$ cat src/rtl/sc_exec_pkg.sv
package sc_exec_pkg;

  localparam int INSTR_W = 32;

  localparam logic [5:0] OPC_REG   = 6'd0;
  localparam logic [5:0] OPC_ADDI  = 6'd8;
  localparam logic [5:0] OPC_LOAD  = 6'd35;
  localparam logic [5:0] OPC_STORE = 6'd43;

  localparam logic [5:0] FN_ADD = 6'd32;
  localparam logic [5:0] FN_SUB = 6'd34;

  typedef struct packed {
    logic regWrite;
    logic memWrite;
    logic memRead;
    logic useImm;
    logic subtract;
    logic dstIsRt;
  } ctrlStrobes_t;

endpackage

$ cat src/rtl/sc_exec_control.sv
module sc_exec_control
  import sc_exec_pkg::*;
(
  input  logic [5:0]   opcode,
  input  logic [4:0]   shamt,
  input  logic [5:0]   funct,
  output ctrlStrobes_t strobes
);

  always_comb begin
    strobes = '0;
    unique case (opcode)
      OPC_REG: begin
        if (shamt == 5'd0 && (funct == FN_ADD || funct == FN_SUB)) begin
          strobes.regWrite = 1'b1;
          strobes.subtract = (funct == FN_SUB);
        end
      end
      OPC_ADDI: begin
        strobes.regWrite = 1'b1;
        strobes.useImm   = 1'b1;
        strobes.dstIsRt  = 1'b1;
      end
      OPC_LOAD: begin
        strobes.regWrite = 1'b1;
        strobes.memRead  = 1'b1;
        strobes.useImm   = 1'b1;
        strobes.dstIsRt  = 1'b1;
      end
      OPC_STORE: begin
        strobes.memWrite = 1'b1;
        strobes.useImm   = 1'b1;
      end
      default: strobes = '0;
    endcase
  end

endmodule

$ cat src/rtl/sc_exec_datapath.sv
module sc_exec_datapath
  import sc_exec_pkg::*;
#(
  parameter int DATA_W  = 32,
  parameter int REG_AW  = 5,
  parameter int PC_STEP = 4
) (
  input  logic              clk,
  input  logic              rstN,
  input  ctrlStrobes_t      strobes,
  input  logic [REG_AW-1:0] rsIdx,
  input  logic [REG_AW-1:0] rtIdx,
  input  logic [REG_AW-1:0] rdIdx,
  input  logic [15:0]       imm16,
  output logic [DATA_W-1:0] pc,
  output logic [REG_AW-1:0] rfRdAddrA,
  output logic [REG_AW-1:0] rfRdAddrB,
  input  logic [DATA_W-1:0] rfRdDataA,
  input  logic [DATA_W-1:0] rfRdDataB,
  output logic              rfWrEn,
  output logic [REG_AW-1:0] rfWrAddr,
  output logic [DATA_W-1:0] rfWrData,
  output logic [DATA_W-1:0] memAddr,
  output logic              memWrEn,
  output logic [DATA_W-1:0] memWrData,
  input  logic [DATA_W-1:0] memRdData,
  output logic              misaligned
);

  localparam int LANE_W = $clog2(DATA_W / 8);

  logic [DATA_W-1:0] immExt;
  logic [DATA_W-1:0] operandB;
  logic [DATA_W-1:0] aluResult;
  logic              isMemAccess;
  logic              offBoundary;

  // program counter: the only state in the unit
  always_ff @(posedge clk or negedge rstN) begin
    if (!rstN) pc <= '0;
    else       pc <= pc + DATA_W'(PC_STEP);
  end

  assign rfRdAddrA = rsIdx;
  assign rfRdAddrB = rtIdx;

  assign immExt   = {{(DATA_W-16){imm16[15]}}, imm16};
  assign operandB = strobes.useImm ? immExt : rfRdDataB;

  always_comb begin
    if (strobes.subtract) aluResult = rfRdDataA - operandB;
    else                  aluResult = rfRdDataA + operandB;
  end

  assign isMemAccess = strobes.memRead | strobes.memWrite;

  generate
    if (LANE_W > 0) begin : g_laneCheck
      assign offBoundary = |aluResult[LANE_W-1:0];
    end else begin : g_noLanes
      assign offBoundary = 1'b0;
    end
  endgenerate

  assign misaligned = isMemAccess & offBoundary;

  assign memAddr   = aluResult;
  assign memWrData = rfRdDataB;
  assign memWrEn   = strobes.memWrite & ~offBoundary;

  assign rfWrEn   = strobes.regWrite;
  assign rfWrAddr = strobes.dstIsRt ? rtIdx : rdIdx;
  assign rfWrData = strobes.memRead ? memRdData : aluResult;

endmodule

$ cat src/rtl/sc_exec_unit.sv
module sc_exec_unit
  import sc_exec_pkg::*;
#(
  parameter int DATA_W  = 32,
  parameter int REG_AW  = 5,
  parameter int PC_STEP = 4
) (
  input  logic              clk,
  input  logic              rstN,
  output logic [DATA_W-1:0] instrAddr,
  input  logic [31:0]       instr,
  output logic [REG_AW-1:0] rfRdAddrA,
  output logic [REG_AW-1:0] rfRdAddrB,
  input  logic [DATA_W-1:0] rfRdDataA,
  input  logic [DATA_W-1:0] rfRdDataB,
  output logic              rfWrEn,
  output logic [REG_AW-1:0] rfWrAddr,
  output logic [DATA_W-1:0] rfWrData,
  output logic [DATA_W-1:0] memAddr,
  output logic              memWrEn,
  output logic [DATA_W-1:0] memWrData,
  input  logic [DATA_W-1:0] memRdData,
  output logic              misaligned
);

  ctrlStrobes_t strobes;

  sc_exec_control u_control (
    .opcode (instr[31:26]),
    .shamt  (instr[10:6]),
    .funct  (instr[5:0]),
    .strobes(strobes)
  );

  sc_exec_datapath #(
    .DATA_W (DATA_W),
    .REG_AW (REG_AW),
    .PC_STEP(PC_STEP)
  ) u_datapath (
    .clk       (clk),
    .rstN      (rstN),
    .strobes   (strobes),
    .rsIdx     (instr[25:21]),
    .rtIdx     (instr[20:16]),
    .rdIdx     (instr[15:11]),
    .imm16     (instr[15:0]),
    .pc        (instrAddr),
    .rfRdAddrA (rfRdAddrA),
    .rfRdAddrB (rfRdAddrB),
    .rfRdDataA (rfRdDataA),
    .rfRdDataB (rfRdDataB),
    .rfWrEn    (rfWrEn),
    .rfWrAddr  (rfWrAddr),
    .rfWrData  (rfWrData),
    .memAddr   (memAddr),
    .memWrEn   (memWrEn),
    .memWrData (memWrData),
    .memRdData (memRdData),
    .misaligned(misaligned)
  );

endmodule

$ cat config.mk
export PLATFORM = sky130hd
export DESIGN_NAME = sc_exec_unit
export DESIGN_NICKNAME = d
export VERILOG_FILES = /design/src/rtl/sc_exec_pkg.sv /design/src/rtl/sc_exec_control.sv /design/src/rtl/sc_exec_datapath.sv /design/src/rtl/sc_exec_unit.sv
export SDC_FILE = /design/constraint.sdc
export NUM_CORES = 1
export LEC_CHECK = 0
export BUFFER_PORTS_ARGS = -buffer_cell sky130_fd_sc_hd__buf_2
export CAP_MARGIN = 20
export CORE_AREA = 5 5 112 114
export DETAILED_ROUTE_END_ITERATION = 8
export DIE_AREA = 0 0 117 119
export PLACE_DENSITY_LB_ADDON = 0.1
export SLEW_MARGIN = 20
export SYNTH_ARGS = -nofsm -noshare
export SYNTH_HDL_FRONTEND = slang
export SYNTH_SLANG_ARGS = --single-unit
export TNS_END_PERCENT = 1
$ cat constraint.sdc
create_clock -name clk -period 8.6 [get_ports clk]
set_clock_uncertainty 0.2 [all_clocks]
set_input_delay 1.29 -clock clk [delete_from_list [all_inputs] [get_ports clk]]
set_output_delay 1.29 -clock clk [all_outputs]
set_load 0.005 [all_outputs]
Yosys cells after proc, flatten, opt, wreduce, memory -nomap -nowiden
Cells that the tools add are included.
Widths: inputs -> output; s select.
{"block": "totals", "ff_bits": 32, "inputBits": 130, "elab_cells": 32}
{"block": "classes", "addsub": 3, "eq_ne": 5, "n_mux": 12, "bitwise_logic": 4, "n_reduce_logical": 7}
{"op": "$mux 32", "n": 3}
{"op": "$add 32x3->32 const B", "n": 1}
{"op": "$add 32x32->32", "n": 1}
{"op": "$sub 32x32->32", "n": 1}
{"op": "$eq 6x6->1 const B", "n": 4}
{"op": "$mux 1", "n": 7}
{"op": "$eq 6x4->1 const B", "n": 1}
{"op": "$logic_not 6->1", "n": 1}
{"op": "$logic_not 5->1", "n": 1}
{"op": "$mux 5", "n": 1}
{"op": "$reduce_or 2->1", "n": 2}
{"op": "$reduce_or 3->1", "n": 1}
{"op": "$and 1x1->1", "n": 2}
{"op": "$pmux 1 s2", "n": 1}
{"op": "$logic_and 1x1->1", "n": 1}
{"op": "$logic_or 1x1->1", "n": 1}
{"op": "$not 1->1", "n": 1}
{"op": "$or 1x1->1", "n": 1}

Logic depth before layout (Yosys ltp)
Gate-level depths: netlist of run 1.
{"block": "logic_depth", "depth_word": 9, "ltp_mapped": 20, "mapped_depth_nobuf": 17}

Modules after synthesis
A second synthesis of run 1 with hierarchy kept.
{"block": "unflattened", "cells_unflattened": 642, "hier_area_um2": 4962.3}
{"mod": "sc_exec_datapath", "instances": 1, "cells_each": 624, "area_each_um2": 4848.4, "seq_area_each_um2": 750.7}
{"mod": "sc_exec_control", "instances": 1, "cells_each": 18, "area_each_um2": 113.9, "seq_area_each_um2": 0.0}

Least setup slack after synthesis of run 1
No wires, ideal clock.
{"block": "synth_path", "kind": "input -> output", "start": "input port instr[26]", "end": "output port rfWrData[31]", "t_arrival_ns": 5.335, "path_slack_ns": 1.775, "stages": 17, "cell_sequence": "or4b_4 a21oi_4 mux2_2 nand4bb_2 nand2b_1 or3_1 a21o_1 a21oi_1 ha_1 clkbuf_1 a21o_1 a21boi_0 nand2_1 o31ai_1 o21ai_0 xnor2_1 mux2_2"}
{"block": "synth_between", "elab_chain_len": 7}
{"item": "start: declaration", "line_no": "sc_exec_unit.sv:11", "source": "input logic [31:0] instr,"}
{"item": "$eq 6x6->1 / $eq 6x4->1 (equally long branches)", "line_no": "sc_exec_control.sv:12", "source": "unique case (opcode)"}
{"item": "$reduce_or 3->1 (no source line)"}
{"item": "$mux 1", "line_no": "sc_exec_control.sv:12"}
{"item": "$mux 32", "line_no": "sc_exec_datapath.sv:48", "source": "assign operandB = strobes.useImm ? immExt : rfRdDataB;"}
{"item": "$add 32x32->32 / $sub 32x32->32 (equally long branches)", "line_no": "sc_exec_datapath.sv:52, sc_exec_datapath.sv:51"}
{"item": "$mux 32 *", "line_no": "sc_exec_datapath.sv:51", "source": "if (strobes.subtract) aluResult = rfRdDataA - operandB;"}
{"item": "named net memAddr[31]", "line_no": "sc_exec_unit.sv:19", "source": "output logic [DATA_W-1:0] memAddr,"}
{"item": "$mux 32 *", "line_no": "sc_exec_datapath.sv:73", "source": "assign rfWrData = strobes.memRead ? memRdData : aluResult;"}
{"item": "end: declaration", "line_no": "sc_exec_unit.sv:18", "source": "output logic [DATA_W-1:0] rfWrData,"}
Mark *: on every way through the listed nets, which the timed path passes. The rest lies on a longest branch.

Final worst setup path of run 1
{"block": "layout_path", "start": "input port instr[26]", "end": "output port rfWrData[28]"}
{"block": "layout_between", "elab_chain_len": 7}
{"item": "$eq 6x6->1 / $eq 6x4->1 (equally long branches)", "line_no": "sc_exec_control.sv:12"}
{"item": "$reduce_or 3->1 (no source line)"}
{"item": "$mux 1", "line_no": "sc_exec_control.sv:12"}
{"item": "$mux 32", "line_no": "sc_exec_datapath.sv:48"}
{"item": "$add 32x32->32 / $sub 32x32->32 (equally long branches)", "line_no": "sc_exec_datapath.sv:52, sc_exec_datapath.sv:51"}
{"item": "$mux 32", "line_no": "sc_exec_datapath.sv:51"}
{"item": "$mux 32 *", "line_no": "sc_exec_datapath.sv:73"}
Every way passes the cells marked *; elsewhere a longest branch is shown, timed or not.

==> key figures, run 1 <==
Run status
  • Outcome: complete, no violations

Timing
  • Sum of negative setup slack: 0 ns
  • Unrepaired setup endpoints after global routing: false
  • Final setup vio count: 0
  • Slew Limit Fails: 0
  • Worst hold slack: approximately 0.28 ns
  • Max Freq: between 0.1 and 0.15 GHz
  • Final worst slack: approximately 0.79 ns
  • Least-Margin Pin Slew: ~0.76 ns
  • Crit path time final: a little under 8 ns
  • Final hold vios: 0
  • Fin crit share: approximately 90%
  • Slew HR: 49.59%

Critical path
  • Slowest cell on crit path: a21oi_4
  • Max incr delay on CP: roughly 0.57 ns
  • Worst Setup End Kind: output pin
  • Crit path required time: 7.11 ns
  • Worst r2r path cells: 7
  • Reg2reg start: u_datapath.pc[4]
  • Critical path type: in2out
  • Worst path cell trace: buf_2, or4b_4, a21oi_4, mux2i_1, nor2_1, and2_1, nor3_2, a21oi_1, ha_1, nor2b_1, o21ai_0, a211oi_1, o2111ai_1, a311oi_1, mux2i_1, nand3_1, buf_2
  • Max FO, Critical Path: 27
  • Reg-to-reg endpoint: u_datapath.pc[31]
  • CP Data Arrival Time: 6.32 ns
  • CP Buf/Inv Count: 2
  • Cell family with most CP delay: compound AO/OA/AOI/OAI gates
  • Crit path launch type: input port
  • Flop2flop setup slack: roughly 6.3 ns

Yosys
  • YS warnings: 0
  • Post-synthesis async set-or-reset flop share: 100.0%
  • Most common cell in the netlist: nand2_1
  • Yosys reg bits: 30
  • Mapped Area: 0.005052 sq mm
  • Mux cell area share after synthesis: 7.479%
  • Syn_area_per_cell: between 7 and 8 sq um
  • Post-synthesis sequential area ratio: 14.86%
  • Mapped Cells: 682
  • Synth top area share: between 10 and 15%
  • Post-Synth XOR/XNOR Area: between 10% and 20%
  • Post-synth EDFFs: 0
  • Post-Synth Simple-Gate Area: a little over a quarter
  • Compound-gate portion of the synthesized area: between 10% and 20%
  • Largest family of logic cells by synthesized area: simple AND/OR/NAND/NOR gates
  • Commonest cells in the netlist: nand2_1, nor2_1, a21oi_1
  • Synth cell types: 60
  • Most used DFF post-synth: dfrtp_1
  • Post-Synth Adder-Cell Area: 8.321%
  • Synth area leader: dfrtp_1
  • Top post-synthesis cells by area: dfrtp_1, xnor2_1, ha_1

Power and ir drop
  • Maximum VDD drop: just over 0.09 mV
  • Pwr/cell area: around 110 mW/mm^2
  • P_leak: roughly 3.2 nW

Global routing
  • GR Util All Layers: approximately 23%
  • Pin count of the biggest net entering global routing: 31
  • Vias in the first global route: 5,486
  • Initial antenna violation count: 2
  • First-pass GRT wire length: 26,350 um
  • Remaining Overflow, GRT: 0

Floorplan
  • Top Ports: roughly 280
  • Die height: around 120 um
  • Die area: between 0.01 and 0.015 sq mm
  • Core area: between 0.01 and 0.015 sq mm
  • DIE WIDTH: 117 um
  • Floorplan row count: 39
  • Starting Density: approximately 45%

Route
  • Via Count: ~5.7k
  • Antenna-violating nets left: 0
  • Drt first pass iters: 5
  • Drt total wl: between 15,000 and 20,000 um
  • DR WL/cell: around 16 um
  • Drt drc: 0
  • Drt initial violations: ~370
  • Vias per cell: 5.483

Place
  • Routability congestion estimate: 0.8507
  • DPL Wire Length: roughly 14,000 um
  • Port Buffers: between 200 and 300
  • Pre-CTS WS: around 0.79 ns

Layout
  • ANT cells: 0
  • Fillers: 1,104
  • Top flop regs: u_datapath.pc (30)
  • Max reg flops: 30
  • Largest Register: u_datapath.pc
  • Area Overhead vs Synth: 24.81%
  • Final Util: between 50 and 60%
  • Share of cells above drive strength 1: roughly 34%
  • Nets: 1,052

Clock tree
  • # clock sinks: 30
  • CTS max path bufs: 2
  • Clk Latency, worst-skew pair: 0.27 ns
  • Hold Buf Count CTS: 0
  • Worst-path clk slew: about 0.05 ns
  • Resized Gates After CTS: 0
  • Root Driver: clkbuf_16
  • Post-CTS setup buffers: 0
  • Total CTS buffers: 5
  • CTS tree: yes
  • CTS H-Tree Depth: 2

Hold path
  • Worst Hold Launch: u_datapath.pc[31]
  • Hold crit path type: reg2reg
  • Hold EP: u_datapath.pc[31]
  • Hold path cells: 1

Flow run
  • Max-cap violations: 0
==> stage by stage <==
step | std cells | area, sq um | total power, mW
2_1_floorplan | 683 | 5056 | 0.3748
3_3_place_gp | 1025 | 6158 | 0.5262
3_5_place_dp | 1025 | 6158 | 0.5308
4_1_cts | 1033 | 6306 | 0.7051
5_1_grt | 1033 | 6306 | 0.7542
6_report | 1033 | 6306 | 0.6985
==> worst reg2reg max path, cell delays in order, from the launching register on <==
cell and delay (ns):
dfrtp_1 0.41, and3_1 0.19, and2_1 0.16, nand4_1 0.17
nor2_1 0.42, and3_1 0.36, nand4_1 0.15, xnor2_1 0.15
==> logic make-up (layout without fill, tap and decap cells) <==
| logic type | after synthesis | after routing |
|---|---|---|
| flops | 30 | 30 |
| other cells | 1 | 2 |
| simple gates | 270 | 270 |
| mux | 34 | 34 |
| fa+ha+maj | 33 | 33 |
| compound gates | 156 | 156 |
| xor+xnor | 79 | 79 |
| buf+inv | 79 | 286 |
==> area by class of cell <==
class,instances,area [sq um],area share [%]
multi-input cells,574,3841,60.91
repair buffers,267,1346,21.35
flip-flops and latches,30,750.7,11.90
well taps,143,178.9,2.837
clock buffers,7,142.6,2.262
inverters,11,41.29,0.6548
clock inverters,1,5.005,0.07937
==> power by group <==
group	internal (mW)	switching, mW	total, mW
clock	0.114	0.0571	0.172
sequential	0.141	0	0.141
combinational	0.181	0.204	0.386
==> worst max path at each step <==
stage,cells past startpoint,to,start
final,17,rfWrData[28],instr[26]
after detailed placement,18,rfWrData[31],instr[26]
after global routing,18,rfWrData[31],instr[26]
after floorplan,17,rfWrData[31],instr[26]
after CTS,18,rfWrData[31],instr[26]
after global placement,18,rfWrData[31],instr[26]
==> per-layer routing <==
layer / wire length [um] / part of all wire [%] / vias to the layer above / GRT usage [%]
met5: 27 / 0.16 / - / 0
met4: 107 / 0.63 / 4 / 2.294
met3: 1489 / 8.8 / 18 / 4.615
met2: 8355 / 49 / 253 / 41.64
met1: 6905 / 41 / 2583 / 28.43
li1: - / - / 2806 / -
==> placed cells by master (no fill, tap or decap), types with 6 or more instances in the layout <==
cell,count
buf_2,263
nand2_1,85
nor2_1,62
a21oi_1,55
xnor2_1,52
ha_1,32
dfrtp_1,30
o21ai_0,29
xor2_1,27
mux2_2,20
nor3_1,19
nand3_1,19
a21o_1,18
mux2i_1,13
nor2b_1,12
nand4_1,12
nor4_1,11
inv_1,11
and2_1,10
a211oi_1,9
or3_1,8
and3_1,7
o21a_1,6
Note: power is estimated with default switching activity, not from simulation.
==> inputs of run 2 (changes only) <==
--- a/config.mk
+++ b/config.mk
@@ -5,11 +5,12 @@
 export SDC_FILE = /design/constraint.sdc
 export NUM_CORES = 1
 export LEC_CHECK = 0
+export ABC_AREA = 1
 export BUFFER_PORTS_ARGS = -buffer_cell sky130_fd_sc_hd__buf_2
 export CAP_MARGIN = 20
-export CORE_AREA = 5 5 112 114
+export CORE_AREA = 5 5 115 117
 export DETAILED_ROUTE_END_ITERATION = 8
-export DIE_AREA = 0 0 117 119
+export DIE_AREA = 0 0 120 122
 export PLACE_DENSITY_LB_ADDON = 0.1
 export SLEW_MARGIN = 20
 export SYNTH_ARGS = -nofsm -noshare
==> run 2 against run 1 <==
Compared with the run above: sequential share of layout area fell by 0.38 points; synthesized cell count rose by 27%; die area rose by 5.1%; clock-buffer cell count fell by 1; cell count rose by 19%; area after synthesis rose by 4.2%; via count rose by 6.0%.
==> key figures, run 2 <==
Yosys
  • Post-synthesis sequential area ratio: 14.27% (-0.59 points)
  • Most used DFF post-synth: dfrtp_1
  • Mapped Cells: 866 (+27%)
  • Post-synthesis async set-or-reset flop share: 100.0% (unchanged)
  • Synth area leader: nand2_1
  • Synth cell types: 39 (-35%)
  • Mapped Area: 0.005263 sq mm (+4.2%)
  • Yosys reg bits: 30 (unchanged)
  • Commonest cells in the netlist: nand2_1, inv_1, xor2_1
  • Syn_area_per_cell: 6.077 sq um (-18%)
  • Most common cell in the netlist: nand2_1
  • Post-synth EDFFs: 0 (unchanged)
  • Top post-synthesis cells by area: nand2_1, dfrtp_1, xor2_1
  • Synth top area share: 19.26% (+4.4 points)
  • YS warnings: 0 (unchanged)

Route
  • Drt first pass iters: 5 (unchanged)
  • Vias per cell: 4.885 (-11%)
  • Via Count: 6,004 (+6.0%)
  • Antenna-violating nets left: 0 (unchanged)
  • Drt total wl: 17,540 um (+3.9%)
  • Drt drc: 0 (unchanged)
  • Drt initial violations: 268 (-28%)
  • DR WL/cell: 14.27 um (-13%)

Power and ir drop
  • P_sw: 0.2909 mW (+11%)
  • Combinational power share: 55.4% (+0.2 points)
  • Maximum VDD drop: 0.07121 mV (-22%)
  • Sw Share: 40.79% (+3.4 points)
  • Pwr/cell area: 109.5 mW/mm^2 (-1.1%)
  • P_leak: 3.853 nW (+20%)
  • Sequential Power Share: 19.8% (-0.4 points)
  • Internal: 0.4222 mW (-3.4%)
  • Clock network power share: 24.8% (+0.2 points)

Floorplan
  • Die area: 0.01464 sq mm (+5.1%)
  • Floorplan row count: 41 (+5.1%)
  • Starting Density: 42.92% (-1.7 points)
  • Top Ports: 276 (unchanged)
  • Die height: 122 um (+2.5%)
  • DIE WIDTH: 120 um (+2.6%)
  • Core area: 0.01226 sq mm (+8.3%)

Timing
  • Slew Limit Fails: 0 (unchanged)
  • Sum of negative setup slack: 0 ns (unchanged)
  • Crit path time final: 6.777 ns (-1.032 ns)
  • Unrepaired setup endpoints after global routing: false
  • Final setup vio count: 0 (unchanged)
  • Final hold vios: 0 (unchanged)
  • Least-Margin Pin Slew: 1.017 ns (+0.2604 ns)
  • Fin crit share: 78.81% (-12 points)
  • Max Freq: 0.1476 GHz (+15%)
  • Worst hold slack: 0.2568 ns (-0.02753 ns)
  • Slew HR: 32.16% (-17 points)

Clock tree
  • # clock sinks: 30 (unchanged)
  • Worst-path clk slew: 0.05 ns (about the same)
  • Root Driver: clkbuf_16
  • Hold Buf Count CTS: 0 (unchanged)
  • Clk Latency, worst-skew pair: 0.27 ns (about the same)
  • Resized Gates After CTS: 0 (unchanged)
  • CTS H-Tree Depth: 2 (unchanged)
  • Post-CTS setup buffers: 0 (unchanged)
  • CTS tree: yes
  • CTS max path bufs: 2 (unchanged)
  • Total CTS buffers: 5 (unchanged)

Layout
  • Fillers: 1,367 (+24%)
  • Max reg flops: 30 (unchanged)
  • Final Util: 53.12% (-2.6 points)
  • Share of cells above drive strength 1: 28.82% (-5.7 points)
  • Area Overhead vs Synth: 23.75%
  • Highest-count cells in the layout ignoring fill and taps: nand2_1, buf_2, inv_1
  • ANT cells: 0 (unchanged)
  • Finished Cell Area: 0.006513 sq mm (+3.3%)
  • Finished Layout Cells: 1,229 (+19%)
  • Top flop regs: u_datapath.pc (30)
  • Commonest non-fill, non-tap cell in the layout: nand2_1
  • Largest Register: u_datapath.pc
  • Nets: 1,241 (+18%)

Place
  • Cell area after placement: 0.006361 sq mm (+3.3%)
  • Routability congestion estimate: 0.9241 (+8.6%)
  • Placed insts: 1,221 (+19%)
  • Port Buffers: 263 (unchanged)
  • DPL Wire Length: 15,360 um (+7.5%)

Hold path
  • Hold path cells: 1 (unchanged)
  • Hold crit path type: reg2reg

Critical path
  • Crit path required time: 7.11 ns (about the same)
  • Max FO, Critical Path: 33 (+22%)
  • CP Data Arrival Time: 5.29 ns (-1.03 ns)
  • Crit path launch type: input port
  • Worst r2r path cells: 10 (+3)
  • Critical path type: in2out
  • Worst Setup End Kind: output pin

Global routing
  • Vias in the first global route: 5,653 (+3.0%)
  • Pin count of the biggest net entering global routing: 36 (+16%)
  • GR Util All Layers: 23.07% (+0.22 points)
  • First-pass GRT wire length: 27,510 um (+4.4%)
  • Remaining Overflow, GRT: 0 (unchanged)
  • Initial antenna violation count: 0 (-2)

Run status
  • Outcome: complete, no violations

Flow run
  • Max-cap violations: 0 (unchanged)
[run 2: changes by cell type after synthesis, moves of 11 or more]
cell	before	now
xnor2_1	52	10
clkbuf_1	21	9
a21oi_1	55	38
nor2b_1	12	0
nand2_1	85	270
mux2i_1	13	0
a21o_1	18	7
xor2_1	27	70
mux2_2	20	0
inv_1	11	91
nand3_1	19	69
[run 2: layout make-up]
class / instances / area, sq um / share of cell area (%)
clock buffer: 6 / 138.9 / 2.133
clock inverter: 2 / 12.51 / 0.1921
inverter: 96 / 361.6 / 5.552
multi-input combinational: 681 / 3737 / 57.39
sequential: 30 / 750.7 / 11.53
tap: 150 / 187.7 / 2.882
timing repair buffer: 264 / 1324 / 20.33
[run 2: worst paths after layout]
path	from	slack [ns]	end
min	u_datapath.pc[31]	0.26	u_datapath.pc[31]
max	instr[28]	1.82	rfWrData[30]
max reg2reg	u_datapath.pc[3]	6.16	u_datapath.pc[26]
max in group asynchronous	rstN	6.92	u_datapath.pc[16]
min reg2reg	u_datapath.pc[31]	0.26	u_datapath.pc[31]
min in group asynchronous	rstN	0.84	u_datapath.pc[3]
[run 2: power groups by stage]
| stage | Clock, mW | Sequential, mW | Combinational [mW] |
|---|---|---|---|
| 6_report | 0.177 | 0.141 | 0.395 |
| 3_3_place_gp | 0 | 0.144 | 0.398 |
| 4_1_cts | 0.179 | 0.141 | 0.399 |
| 3_5_place_dp | 0 | 0.144 | 0.397 |
| 2_1_floorplan | 0 | 0.144 | 0.236 |
| 5_1_grt | 0.187 | 0.141 | 0.445 |
[run 2: cell families (layout without fill, tap and decap cells)]
family	after synthesis	in the layout	share of synthesized area [%]
other cells	1	2	0.07126
compound gates	89	89	9.344
xor+xnor	80	80	13.31
flops	30	30	14.27
buf+inv	156	368	14.84
simple gates	477	477	40.18
fa+ha+maj	33	33	7.989
[run 2: critical path: stages]
cell      delay, ns
buf_2          0.11
nor2_2         0.17
nand3_4        0.28
nand2_4        0.39
nand2_1        0.11
o21ai_2        0.13
nand3_4        0.12
nor2_4         0.19
nand2_2        0.10
clkinv_2       0.10
nand2_2        0.08
o21ai_1        0.14
xnor2_1        0.14
ha_1           0.38
nand2_1        0.13
nor4_1         0.42
nand3_1        0.15
nand3_1        0.18
a21o_1         0.19
nand2_1        0.09
nand3_1        0.09
nand3_1        0.09
nand2_1        0.10
buf_2          0.11
[run 2: metrics by stage]
stage | power, mW | worst slack, ns
floorplan | 0.3799 | 2.928
global placement | 0.5412 | 1.790
detailed placement | 0.5406 | 1.820
CTS | 0.7192 | 1.805
global route | 0.7726 | 1.225
finish | 0.7131 | 1.823
[run 2: metal layers]
layer	part of all wire (%)	global-route usage, %
met5	0	0
met4	0.78	3.364
met3	7.2	3.760
met2	46	38.99
met1	46	31.73
